File: src/rtl/pincfg_pkg.sv
package pincfg_pkg;

    localparam logic [2:0] MD_SSC  = 3'b000;
    localparam logic [2:0] MD_SNAR = 3'b001;
    localparam logic [2:0] MD_STST = 3'b010;
    localparam logic [2:0] MD_SWID = 3'b011;
    localparam logic [2:0] MD_NSC  = 3'b100;
    localparam logic [2:0] MD_NNAR = 3'b101;
    localparam logic [2:0] MD_PERI = 3'b110;
    localparam logic [2:0] MD_NWID = 3'b111;

    // field positions
    localparam int MODE_LSB = 5;
    localparam int CT_PIPE  = 0;
    localparam int CT_LSTB  = 1;
    localparam int CT_RDWR  = 2;
    localparam int CT_ECOFF = 4;
    localparam int PU_A     = 0;
    localparam int PU_B     = 1;
    localparam int PU_E     = 4;

    localparam logic [1:0] ADR_MODE = 2'd0;
    localparam logic [1:0] ADR_CTRL = 2'd1;
    localparam logic [1:0] ADR_PULL = 2'd2;

    localparam logic [7:0] CTRL_IMPL = 8'h17;
    localparam logic [7:0] PULL_IMPL = 8'h13;
    localparam logic [7:0] PULL_RST  = 8'h10;

    typedef enum logic [2:0] {
        LK_BOOT,
        LK_OPEN,
        LK_ONCE,
        LK_SHUT,
        LK_FROZEN
    } lock_e;

    function automatic logic md_single(input logic [2:0] m);
        return (m == MD_SSC) || (m == MD_NSC);
    endfunction

    function automatic logic md_peri(input logic [2:0] m);
        return m == MD_PERI;
    endfunction

    function automatic logic md_special(input logic [2:0] m);
        return !m[2];
    endfunction

    function automatic logic md_wide(input logic [2:0] m);
        return (m == MD_STST) || (m == MD_SWID) || (m == MD_NWID);
    endfunction

    function automatic logic [7:0] ctrl_default(input logic [2:0] m);
        logic [7:0] v;
        unique case (m)
            MD_SSC:           v = 8'h00;
            MD_NSC:           v = 8'h10;
            MD_SNAR, MD_NNAR: v = 8'h04;
            default:          v = 8'h06;
        endcase
        return v;
    endfunction

    // bits the control register may hold in a given mode
    function automatic logic [7:0] ctrl_keep(input logic [2:0] m);
        return md_single(m) ? 8'h10 : CTRL_IMPL;
    endfunction

endpackage

File: src/rtl/pincfg_lock_fsm.sv
module pincfg_lock_fsm
    import pincfg_pkg::*;
(
    input  logic       clk,
    input  logic       rst_n,
    input  logic [2:0] boot_mode,
    input  logic       mode_req,
    input  logic [2:0] req_code,
    output logic       capture,
    output logic       mode_accept
);

    lock_e state, state_nx;

    always_ff @(posedge clk or negedge rst_n) begin
        if (!rst_n) state <= LK_BOOT;
        else        state <= state_nx;
    end

    always_comb begin
        state_nx = state;
        unique case (state)
            LK_BOOT: begin
                if (md_peri(boot_mode))         state_nx = LK_FROZEN;
                else if (md_special(boot_mode)) state_nx = LK_OPEN;
                else                            state_nx = LK_ONCE;
            end
            LK_OPEN:   state_nx = LK_OPEN;
            LK_ONCE:   if (mode_accept) state_nx = LK_SHUT;
            LK_SHUT:   state_nx = LK_SHUT;
            LK_FROZEN: state_nx = LK_FROZEN;
            default:   state_nx = LK_BOOT;
        endcase
    end

    always_comb begin
        capture     = (state == LK_BOOT);
        mode_accept = mode_req && (req_code != MD_PERI) &&
                      ((state == LK_OPEN) || (state == LK_ONCE));
    end

    p_boot_leaves_r1: assert property (@(posedge clk) disable iff (!rst_n)
        state == LK_BOOT |=> state != LK_BOOT);

    p_shut_holds_r8: assert property (@(posedge clk) disable iff (!rst_n)
        state == LK_SHUT |=> state == LK_SHUT && !mode_accept);

    p_frozen_holds_r9: assert property (@(posedge clk) disable iff (!rst_n)
        state == LK_FROZEN |=> state == LK_FROZEN && !mode_accept);

endmodule

File: src/rtl/pincfg_regs.sv
module pincfg_regs
    import pincfg_pkg::*;
#(
    parameter int DATA_W = 8,
    parameter int ADDR_W = 2
) (
    input  logic              clk,
    input  logic              rst_n,
    input  logic              capture,
    input  logic [2:0]        boot_mode,
    input  logic              mode_accept,
    input  logic              bus_we,
    input  logic [ADDR_W-1:0] bus_addr,
    input  logic [DATA_W-1:0] bus_wdata,
    output logic [DATA_W-1:0] bus_rdata,
    output logic [2:0]        mode_q,
    output logic [7:0]        ctrl_q,
    output logic [7:0]        pull_q
);

    logic [2:0] wr_code;
    logic       wr_ctrl, wr_pull;

    assign wr_code = bus_wdata[MODE_LSB +: 3];
    assign wr_ctrl = bus_we && !capture && (bus_addr == ADDR_W'(ADR_CTRL));
    assign wr_pull = bus_we && !capture && (bus_addr == ADDR_W'(ADR_PULL));

    always_ff @(posedge clk or negedge rst_n) begin
        if (!rst_n) begin
            mode_q <= MD_SSC;
            ctrl_q <= 8'h00;
            pull_q <= PULL_RST;
        end else if (capture) begin
            mode_q <= boot_mode;
            ctrl_q <= ctrl_default(boot_mode);
            pull_q <= PULL_RST;
        end else begin
            if (mode_accept) begin
                mode_q <= wr_code;
                ctrl_q <= ctrl_q & ctrl_keep(wr_code);
            end else if (wr_ctrl) begin
                ctrl_q <= bus_wdata[7:0] & ctrl_keep(mode_q);
            end
            if (wr_pull) pull_q <= bus_wdata[7:0] & PULL_IMPL;
        end
    end

    always_comb begin
        bus_rdata = '0;
        unique case (bus_addr)
            ADDR_W'(ADR_MODE): bus_rdata[MODE_LSB +: 3] = mode_q;
            ADDR_W'(ADR_CTRL): bus_rdata[7:0] = ctrl_q;
            ADDR_W'(ADR_PULL): bus_rdata[7:0] = pull_q;
            default:           bus_rdata = '0;
        endcase
    end

    p_mode_hold_r7: assert property (@(posedge clk) disable iff (!rst_n)
        (!mode_accept && !capture) |=> $stable(mode_q));

    p_forced_zero_r3: assert property (@(posedge clk) disable iff (!rst_n)
        md_single(mode_q) |-> (ctrl_q[2:0] == 3'b000));

    p_no_peri_write_r10: assert property (@(posedge clk) disable iff (!rst_n)
        (!$stable(mode_q) && !$past(capture)) |-> (mode_q != MD_PERI));

endmodule

File: src/rtl/pincfg_pinmux.sv
module pincfg_pinmux
    import pincfg_pkg::*;
#(
    parameter int PORT_W = 8
) (
    input  logic              clk,
    input  logic              rst_n,
    input  logic [2:0]        mode_q,
    input  logic [7:0]        ctrl_q,
    input  logic [7:0]        pull_q,
    output logic [PORT_W-1:0] pa_alt,
    output logic [PORT_W-1:0] pa_pull,
    output logic [PORT_W-1:0] pb_alt,
    output logic [PORT_W-1:0] pb_pull,
    output logic [PORT_W-1:0] pe_alt,
    output logic [PORT_W-1:0] pe_dir,
    output logic [PORT_W-1:0] pe_pull
);

    logic a_bus, b_bus, peri;

    always_comb begin
        peri  = md_peri(mode_q);
        a_bus = !md_single(mode_q);
        b_bus = md_wide(mode_q) || peri;

        pa_alt  = {PORT_W{a_bus}};
        pb_alt  = {PORT_W{b_bus}};
        pa_pull = {PORT_W{pull_q[PU_A]}} & ~pa_alt;
        pb_pull = {PORT_W{pull_q[PU_B]}} & ~pb_alt;

        pe_alt    = '0;
        pe_alt[6] = ctrl_q[CT_PIPE];
        pe_alt[5] = ctrl_q[CT_PIPE];
        pe_alt[4] = !ctrl_q[CT_ECOFF];
        pe_alt[3] = ctrl_q[CT_LSTB];
        pe_alt[2] = ctrl_q[CT_RDWR];

        pe_dir    = '0;
        pe_dir[6] = ctrl_q[CT_PIPE];
        pe_dir[5] = ctrl_q[CT_PIPE];
        pe_dir[4] = !ctrl_q[CT_ECOFF];
        pe_dir[3] = ctrl_q[CT_LSTB] && !peri;
        pe_dir[2] = ctrl_q[CT_RDWR] && !peri;

        pe_pull = {PORT_W{pull_q[PU_E]}} & ~pe_alt;
    end

    p_sc_pe_gpio_r3: assert property (@(posedge clk) disable iff (!rst_n)
        md_single(mode_q) |-> (pe_alt[6:5] == 2'b00 && pe_alt[3:2] == 2'b00));

    p_sc_no_bus_r5: assert property (@(posedge clk) disable iff (!rst_n)
        md_single(mode_q) |-> (pa_alt == '0 && pb_alt == '0));

endmodule

File: src/rtl/pincfg_ctrl.sv
module pincfg_ctrl
    import pincfg_pkg::*;
#(
    parameter int PORT_W = 8,
    parameter int DATA_W = 8,
    parameter int ADDR_W = 2
) (
    input  logic              clk,
    input  logic              rst_n,
    input  logic [2:0]        mode_pins,
    input  logic              bus_we,
    input  logic [ADDR_W-1:0] bus_addr,
    input  logic [DATA_W-1:0] bus_wdata,
    output logic [DATA_W-1:0] bus_rdata,
    output logic [PORT_W-1:0] pa_alt,
    output logic [PORT_W-1:0] pa_pull,
    output logic [PORT_W-1:0] pb_alt,
    output logic [PORT_W-1:0] pb_pull,
    output logic [PORT_W-1:0] pe_alt,
    output logic [PORT_W-1:0] pe_dir,
    output logic [PORT_W-1:0] pe_pull
);

    logic       capture, mode_accept, mode_req;
    logic [2:0] mode_q;
    logic [7:0] ctrl_q, pull_q;

    assign mode_req = bus_we && (bus_addr == ADDR_W'(ADR_MODE));

    pincfg_lock_fsm u_fsm (
        .clk         (clk),
        .rst_n       (rst_n),
        .boot_mode   (mode_pins),
        .mode_req    (mode_req),
        .req_code    (bus_wdata[MODE_LSB +: 3]),
        .capture     (capture),
        .mode_accept (mode_accept)
    );

    pincfg_regs #(.DATA_W(DATA_W), .ADDR_W(ADDR_W)) u_regs (
        .clk         (clk),
        .rst_n       (rst_n),
        .capture     (capture),
        .boot_mode   (mode_pins),
        .mode_accept (mode_accept),
        .bus_we      (bus_we),
        .bus_addr    (bus_addr),
        .bus_wdata   (bus_wdata),
        .bus_rdata   (bus_rdata),
        .mode_q      (mode_q),
        .ctrl_q      (ctrl_q),
        .pull_q      (pull_q)
    );

    pincfg_pinmux #(.PORT_W(PORT_W)) u_mux (
        .clk     (clk),
        .rst_n   (rst_n),
        .mode_q  (mode_q),
        .ctrl_q  (ctrl_q),
        .pull_q  (pull_q),
        .pa_alt  (pa_alt),
        .pa_pull (pa_pull),
        .pb_alt  (pb_alt),
        .pb_pull (pb_pull),
        .pe_alt  (pe_alt),
        .pe_dir  (pe_dir),
        .pe_pull (pe_pull)
    );

endmodule

File: config.mk
export PLATFORM = sky130hd
export DESIGN_NAME = pincfg_ctrl
export DESIGN_NICKNAME = d
export VERILOG_FILES = /design/src/rtl/pincfg_pkg.sv /design/src/rtl/pincfg_lock_fsm.sv /design/src/rtl/pincfg_regs.sv /design/src/rtl/pincfg_pinmux.sv /design/src/rtl/pincfg_ctrl.sv
export SDC_FILE = /design/constraint.sdc
export NUM_CORES = 1
export LEC_CHECK = 0
export BUFFER_PORTS_ARGS = -buffer_cell sky130_fd_sc_hd__buf_2
export CAP_MARGIN = 20
export CORE_MARGIN = 2
export CORE_UTILIZATION = 45
export DETAILED_ROUTE_END_ITERATION = 8
export GPL_ROUTABILITY_DRIVEN = 0
export GPL_TIMING_DRIVEN = 0
export PLACE_DENSITY = 0.83
export SLEW_MARGIN = 20
export SYNTH_ARGS = -nofsm -noshare
export SYNTH_HDL_FRONTEND = slang
export SYNTH_HIERARCHICAL = 1
export SYNTH_SLANG_ARGS = --single-unit
File: constraint.sdc
create_clock -name clk -period 2.9 [get_ports clk]
set_input_delay 0.435 -clock clk [delete_from_list [all_inputs] [get_ports clk]]
set_output_delay 0.435 -clock clk [all_outputs]
set_load 0.01 [all_outputs]
**Yosys cells after proc, flatten, opt, wreduce, memory -nomap -nowiden**

Cells that the tools add are included.

- Register bits: 22
- Input port bits: 16
- Word-level logic and storage cells: 73
- Output and inout bits: 64

- Reductions and logical operators: 27
- Eq/ne operators: 18
- Bitwise operators: 8
- Mux-type cells: 16

Operators with widths:

| operator | count |
|---|---|
| AND 8 bit | 5 |
| two-way mux 8 bit | 5 |
| == test 3 bit (second input constant) | 8 |
| two-way mux 3 bit | 6 |
| inverter 8 bit | 2 |
| case mux 3 bit (5 select lines) | 1 |
| case mux 5 bit (3 select lines) | 1 |
| == test 3 x 2 -> 1 bit (second input constant) | 4 |
| zero test 3 bit | 4 |
| case mux 5 bit (2 select lines) | 1 |
| case mux 3 bit (3 select lines) | 1 |
| logical AND 1 bit | 8 |
| inverter 7 -> 8 bit | 1 |
| == test 3 x 1 -> 1 bit (second input constant) | 2 |
| logical OR 1 bit | 6 |
| zero test 1 bit | 4 |
| nonzero test 2 bit | 2 |
| inequality test 3 bit (second input constant) | 1 |
| nonzero test 3 bit | 1 |
| == test 2 x 1 -> 1 bit (second input constant) | 1 |
| == test 2 bit (second input constant) | 1 |
| zero test 2 bit | 1 |
| two-way mux 2 bit | 1 |
| inequality test 2 bit (second input constant) | 1 |
| OR reduction 2 bit | 1 |

**Depth between registers and ports, before layout**

- Depth in word-level cells: 7
- Depth in mapped cells: 7
- Mapped depth without buffers: 6

**Modules after synthesis**

The synthesis kept the hierarchy.

Modules (own cells, without submodules):

| module | instances | seq. area each (um2) | cells each | area each (um2) |
|---|---|---|---|---|
| pincfg_regs | 1 | 251.5 | 69 | 678.2 |
| pincfg_pinmux | 1 | 0.0 | 61 | 436.7 |
| pincfg_lock_fsm | 1 | 75.1 | 19 | 167.7 |
| pincfg_ctrl | 1 | 0.0 | 1 | 12.5 |

**Worst setup path before layout**

No wires, ideal clock.

- Path type: in2reg
- Start point: input port bus_addr[1]
- End point: register u_regs.ctrl_q[1]
- Stages on the path: 6
- Arrival: 1.653 ns
- Required time: 2.774 ns
- Path slack: 1.121 ns
- Buffers on the path: 1
- Library setup time: 0.126 ns
- Cells stage by stage: nor3b_2 > nor4b_2 > buf_6 > and3b_1 > nor3b_2 > a221o_1

- Longest elaborated chain between the ends: 6
- Elaborated cells between the ends (all ways): 9
- Classes of those cells: 1 x eq/ne; 2 x mux; 6 x reduce/logical

Ends and longest elaborated chain:

| element | line | source |
|---|---|---|
| start, declared | pincfg_ctrl.sv:12 | `input logic [ADDR_W-1:0] bus_addr,` |
| zero test 2 bit (*) | pincfg_ctrl.sv:28 | `assign mode_req = bus_we && (bus_addr == ADDR_W'(ADR_MODE));` |
| logical AND 1 bit (*) | pincfg_ctrl.sv:28 |  |
| logical AND 1 bit (*) (2 in a row) | pincfg_lock_fsm.sv:38 | `mode_accept = mode_req && (req_code != MD_PERI) &&` |
| named net mode_accept | pincfg_ctrl.sv:24 | `logic capture, mode_accept, mode_req;` |
| two-way mux 8 bit | pincfg_regs.sv:38 | `if (mode_accept) begin` |
| two-way mux 8 bit | pincfg_regs.sv:33 | `end else if (capture) begin` |
| end signal, assigned | pincfg_regs.sv:35 | `ctrl_q <= ctrl_default(boot_mode);` |
| end signal, assigned | pincfg_regs.sv:40 | `ctrl_q <= ctrl_q & ctrl_keep(wr_code);` |
| end signal, assigned | pincfg_regs.sv:42 | `ctrl_q <= bus_wdata[7:0] & ctrl_keep(mode_q);` |
| end, declared | pincfg_regs.sv:17 | `output logic [7:0] ctrl_q,` |

The timed path passes the listed nets; every way through them passes the cells marked *.
A chain may end at the register's enable or synchronous reset.

**Final worst setup path**

- Start point: register u_regs.mode_q[1]
- End point: output port pa_pull[1]

- Longest elaborated chain between the ends: 5
- Elaborated cells between the ends (all ways): 6
- Classes of those cells: 1 x eq/ne; 2 x bitwise; 3 x reduce/logical

Ends and longest elaborated chain:

| element | line | source |
|---|---|---|
| start, declared | pincfg_regs.sv:16 | `output logic [2:0] mode_q,` |
| start signal, assigned | pincfg_regs.sv:34 | `mode_q <= boot_mode;` |
| start signal, assigned | pincfg_regs.sv:39 | `mode_q <= wr_code;` |
| == test 3 bit or zero test 3 bit (tied branches) | pincfg_pkg.sv:39 | `return (m == MD_SSC) \|\| (m == MD_NSC);` |
| logical OR 1 bit (*) | pincfg_pkg.sv:39 |  |
| zero test 1 bit (*) | pincfg_pinmux.sv:24 | `a_bus = !md_single(mode_q);` |
| named net u_mux.a_bus | pincfg_pinmux.sv:20 | `logic a_bus, b_bus, peri;` |
| inverter 8 bit (*) | pincfg_pinmux.sv:29 | `pa_pull = {PORT_W{pull_q[PU_A]}} & ~pa_alt;` |
| AND 8 bit (*) | pincfg_pinmux.sv:29 |  |
| end, declared | pincfg_ctrl.sv:16 | `output logic [PORT_W-1:0] pa_pull,` |

Marked as above.

==> flow_summary.yaml <==
status:
  run_status: "finished clean"
sta:
  timing_hold_violations_final: 0
  timing.max_slew.rel_slack_pct: 62.3
  finalCritPeriodShare_pct: 67.5
  final-setup-viol-count: 0
  total_negative_slack_for_setup_checks_ns: 0
  worstMarginPinSlew_ns: 0.561
  rsz_0062_raised_after_global_routing: "false"
  highest_attainable_clock_frequency_mhz: 511
  skew_ns: 0.00312
  final_period_minus_worst_setup_slack_ns: 1.96
  final_max_slew_viol_count: 0
critical_path:
  required_ns: 2.47
  timing.critical_path.from_type: "register"
  critical_path_arrival_ns: 1.52
  endpoint_kind: "output pin"
  worst-path-max-fanout: 9
  critical_path.max_stage_delay_ns: 0.45
  path_cells: "or2_4, nor2_2, buf_4, buf_2"
  worst_path_max_delay_cell: "dfrtp_1"
  timing.reg2reg.worst_path_depth: 6
  worst-setup-path-type: "register to output pin"
cts:
  ctsHoldBuffers: 0
  number_of_cells_upsized_or_downsized_after_cts: 0
  cts.repair_timing.setup_buffer_count: 0
  tritoncts: "yes"
  clk_pin_slew_worst_paths_ns: 0.08
  number_of_clock_buffers_inserted_by_tritoncts: 3
  h_tree_lvl_count: 1
  cts_buffer_depth: 2
  clock_latency_ns: 0.27
  numClockSinks: 13
  ctsRootBufferMaster: "clkbuf_4"
pwr:
  cellPowerDensity_nw_per_um2: 798
  vdd_drop_max_mv: 0.573
  power.leakage_nw: 0.986
final_layout:
  final.fill_count: 235
  drive_above_1_share_pct: 60.2
  post-route-cell-area_um2: 1670
  finalNetCount: 241
  ff_latch_area_um2: 327
  multi_input_area_um2: 510
  antenna_cells: 0
  syn2layout_area_growth_pct: 35.7
route:
  detail_route.first_pass.iterations: 4
  route.detailed.vias_per_inst: 4.35
  drt_drc_violations_left: 0
  route.final.wire_length_mm: 2.57
  routed_wirelength_normalized_by_instance_count_um: 10.2
  drt-initial-drc-count: 44
  detailroute.via_count: 1093
  ant_nets: 0
yosys:
  syn-mean-instance-area_um2: 8.71
  mappedNetlistArea_um2: 1230
  synth.yosys.warnings: 6
  synthesis.instances: 141
grt:
  grt_antenna_before_repair: 0
  grtUsageMet3_pct: 4.42
  overflow: 0
  grt_pass1_vias: 992
  grt_start_max_net_pins: 14
  track_usage_pct: 15.9
  grt_util_met2_pct: 26.9
  grt_most_used_layer: "met2"
  grt.met1_usage_pct: 20.2
  grt_pass1_wl_mm: 4.19
place:
  place_area_um2: 1640
  dp_hpwl_mm: 2.15
  io_buffers: 71
die:
  design.die.area_um2: 3160
  placement_rows: 18
  initial_core_util_pct: 48.7
  io-pin-count: 80
  die_height_um: 56.2
  floorplan.die.width_um: 56.2
  design.core.area_um2: 2520
hold_path:
  hold_path.class: "input pin to asynchronous set/reset pin"
run:
  cap_violations: 0
-- layer usage --
metal	vias up	wire [um]
met5	-	0
met4	0	8
met3	2	292
met2	53	1160
met1	472	1110
li1	566	-
-- per-stage QoR --
stage	setup slack, ns	instances	hold slack (ns)	total power [mW]	utilization [%]
global placement	0.847	247	0.336	1.22	65.0
global route	0.818	251	0.0556	1.43	66.0
CTS	0.915	251	0.0392	1.35	66.0
finish	0.943	251	0.0346	1.33	66.0
detailed placement	0.854	247	0.339	1.23	65.0
floorplan	1.12	146	0.139	0.923	-
-- critical path: cells and delay by family (launching register included) --
kind / cells / cell delay (ns)
buf+inv: 2 / 0.27
flops: 1 / 0.45
simple gates: 2 / 0.53
-- cells in the final DEF, fill, tap and decap left out, types with 3 or more instances in the layout --
| master | instances |
|---|---|
| buf_2 | 71 |
| buf_4 | 48 |
| dfrtp_1 | 12 |
| nor2b_1 | 6 |
| mux2i_1 | 5 |
| nand2_1 | 7 |
| ha_1 | 3 |
| and2_1 | 7 |
| a22oi_1 | 3 |
| inv_1 | 6 |
| conb_1 | 7 |
| clkbuf_4 | 3 |
| nor2_1 | 7 |
-- flip-flops by register name, indices dropped and copies added, names as in the netlist --
name,cells
u_fsm/state,3
u_regs/ctrl_q,4
u_regs/mode_q,3
u_regs/pull_q,3
-- worst paths after layout --
check / from / endpoint / slack [ns]
worst max-delay path: u_regs/mode_q[1]$_DFFE_PN0P_ / pa_pull[1] / 0.94
worst min-delay path: rst_n / u_fsm/state[1]$_DFFE_PN0P_ / 0.03
worst max register to register: u_fsm/state[1]$_DFFE_PN0P_ / u_regs/ctrl_q[1]$_DFFE_PN0P_ / 1.00
worst min register to register: u_fsm/state[0]$_DFFE_PN0P_ / u_fsm/state[2]$_DFFE_PN0P_ / 0.54
max in group asynchronous: rst_n / u_regs/pull_q[4]$_DFFE_PN1P_ / 2.59
min in group clk: bus_wdata[2] / u_regs/ctrl_q[2]$_DFFE_PN0P_ / 0.39
-- final cells by class --
type,instances,area share (%)
Multi-Input combinational cell,76,30.7
Clock buffer,4,1.58
Timing Repair Buffer,71,21.3
Tap cell,30,2.25
Buffer,51,23.2
Inverter,6,1.35
Sequential cell,13,19.6
-- power breakdown --
part           total, mW  switching, mW  internal (mW)
combinational      0.904          0.380          0.524
clock              0.113         0.0602         0.0532
sequential         0.312         0.0752          0.237
total               1.33          0.515          0.814
(Power assumes the default switching activity.)
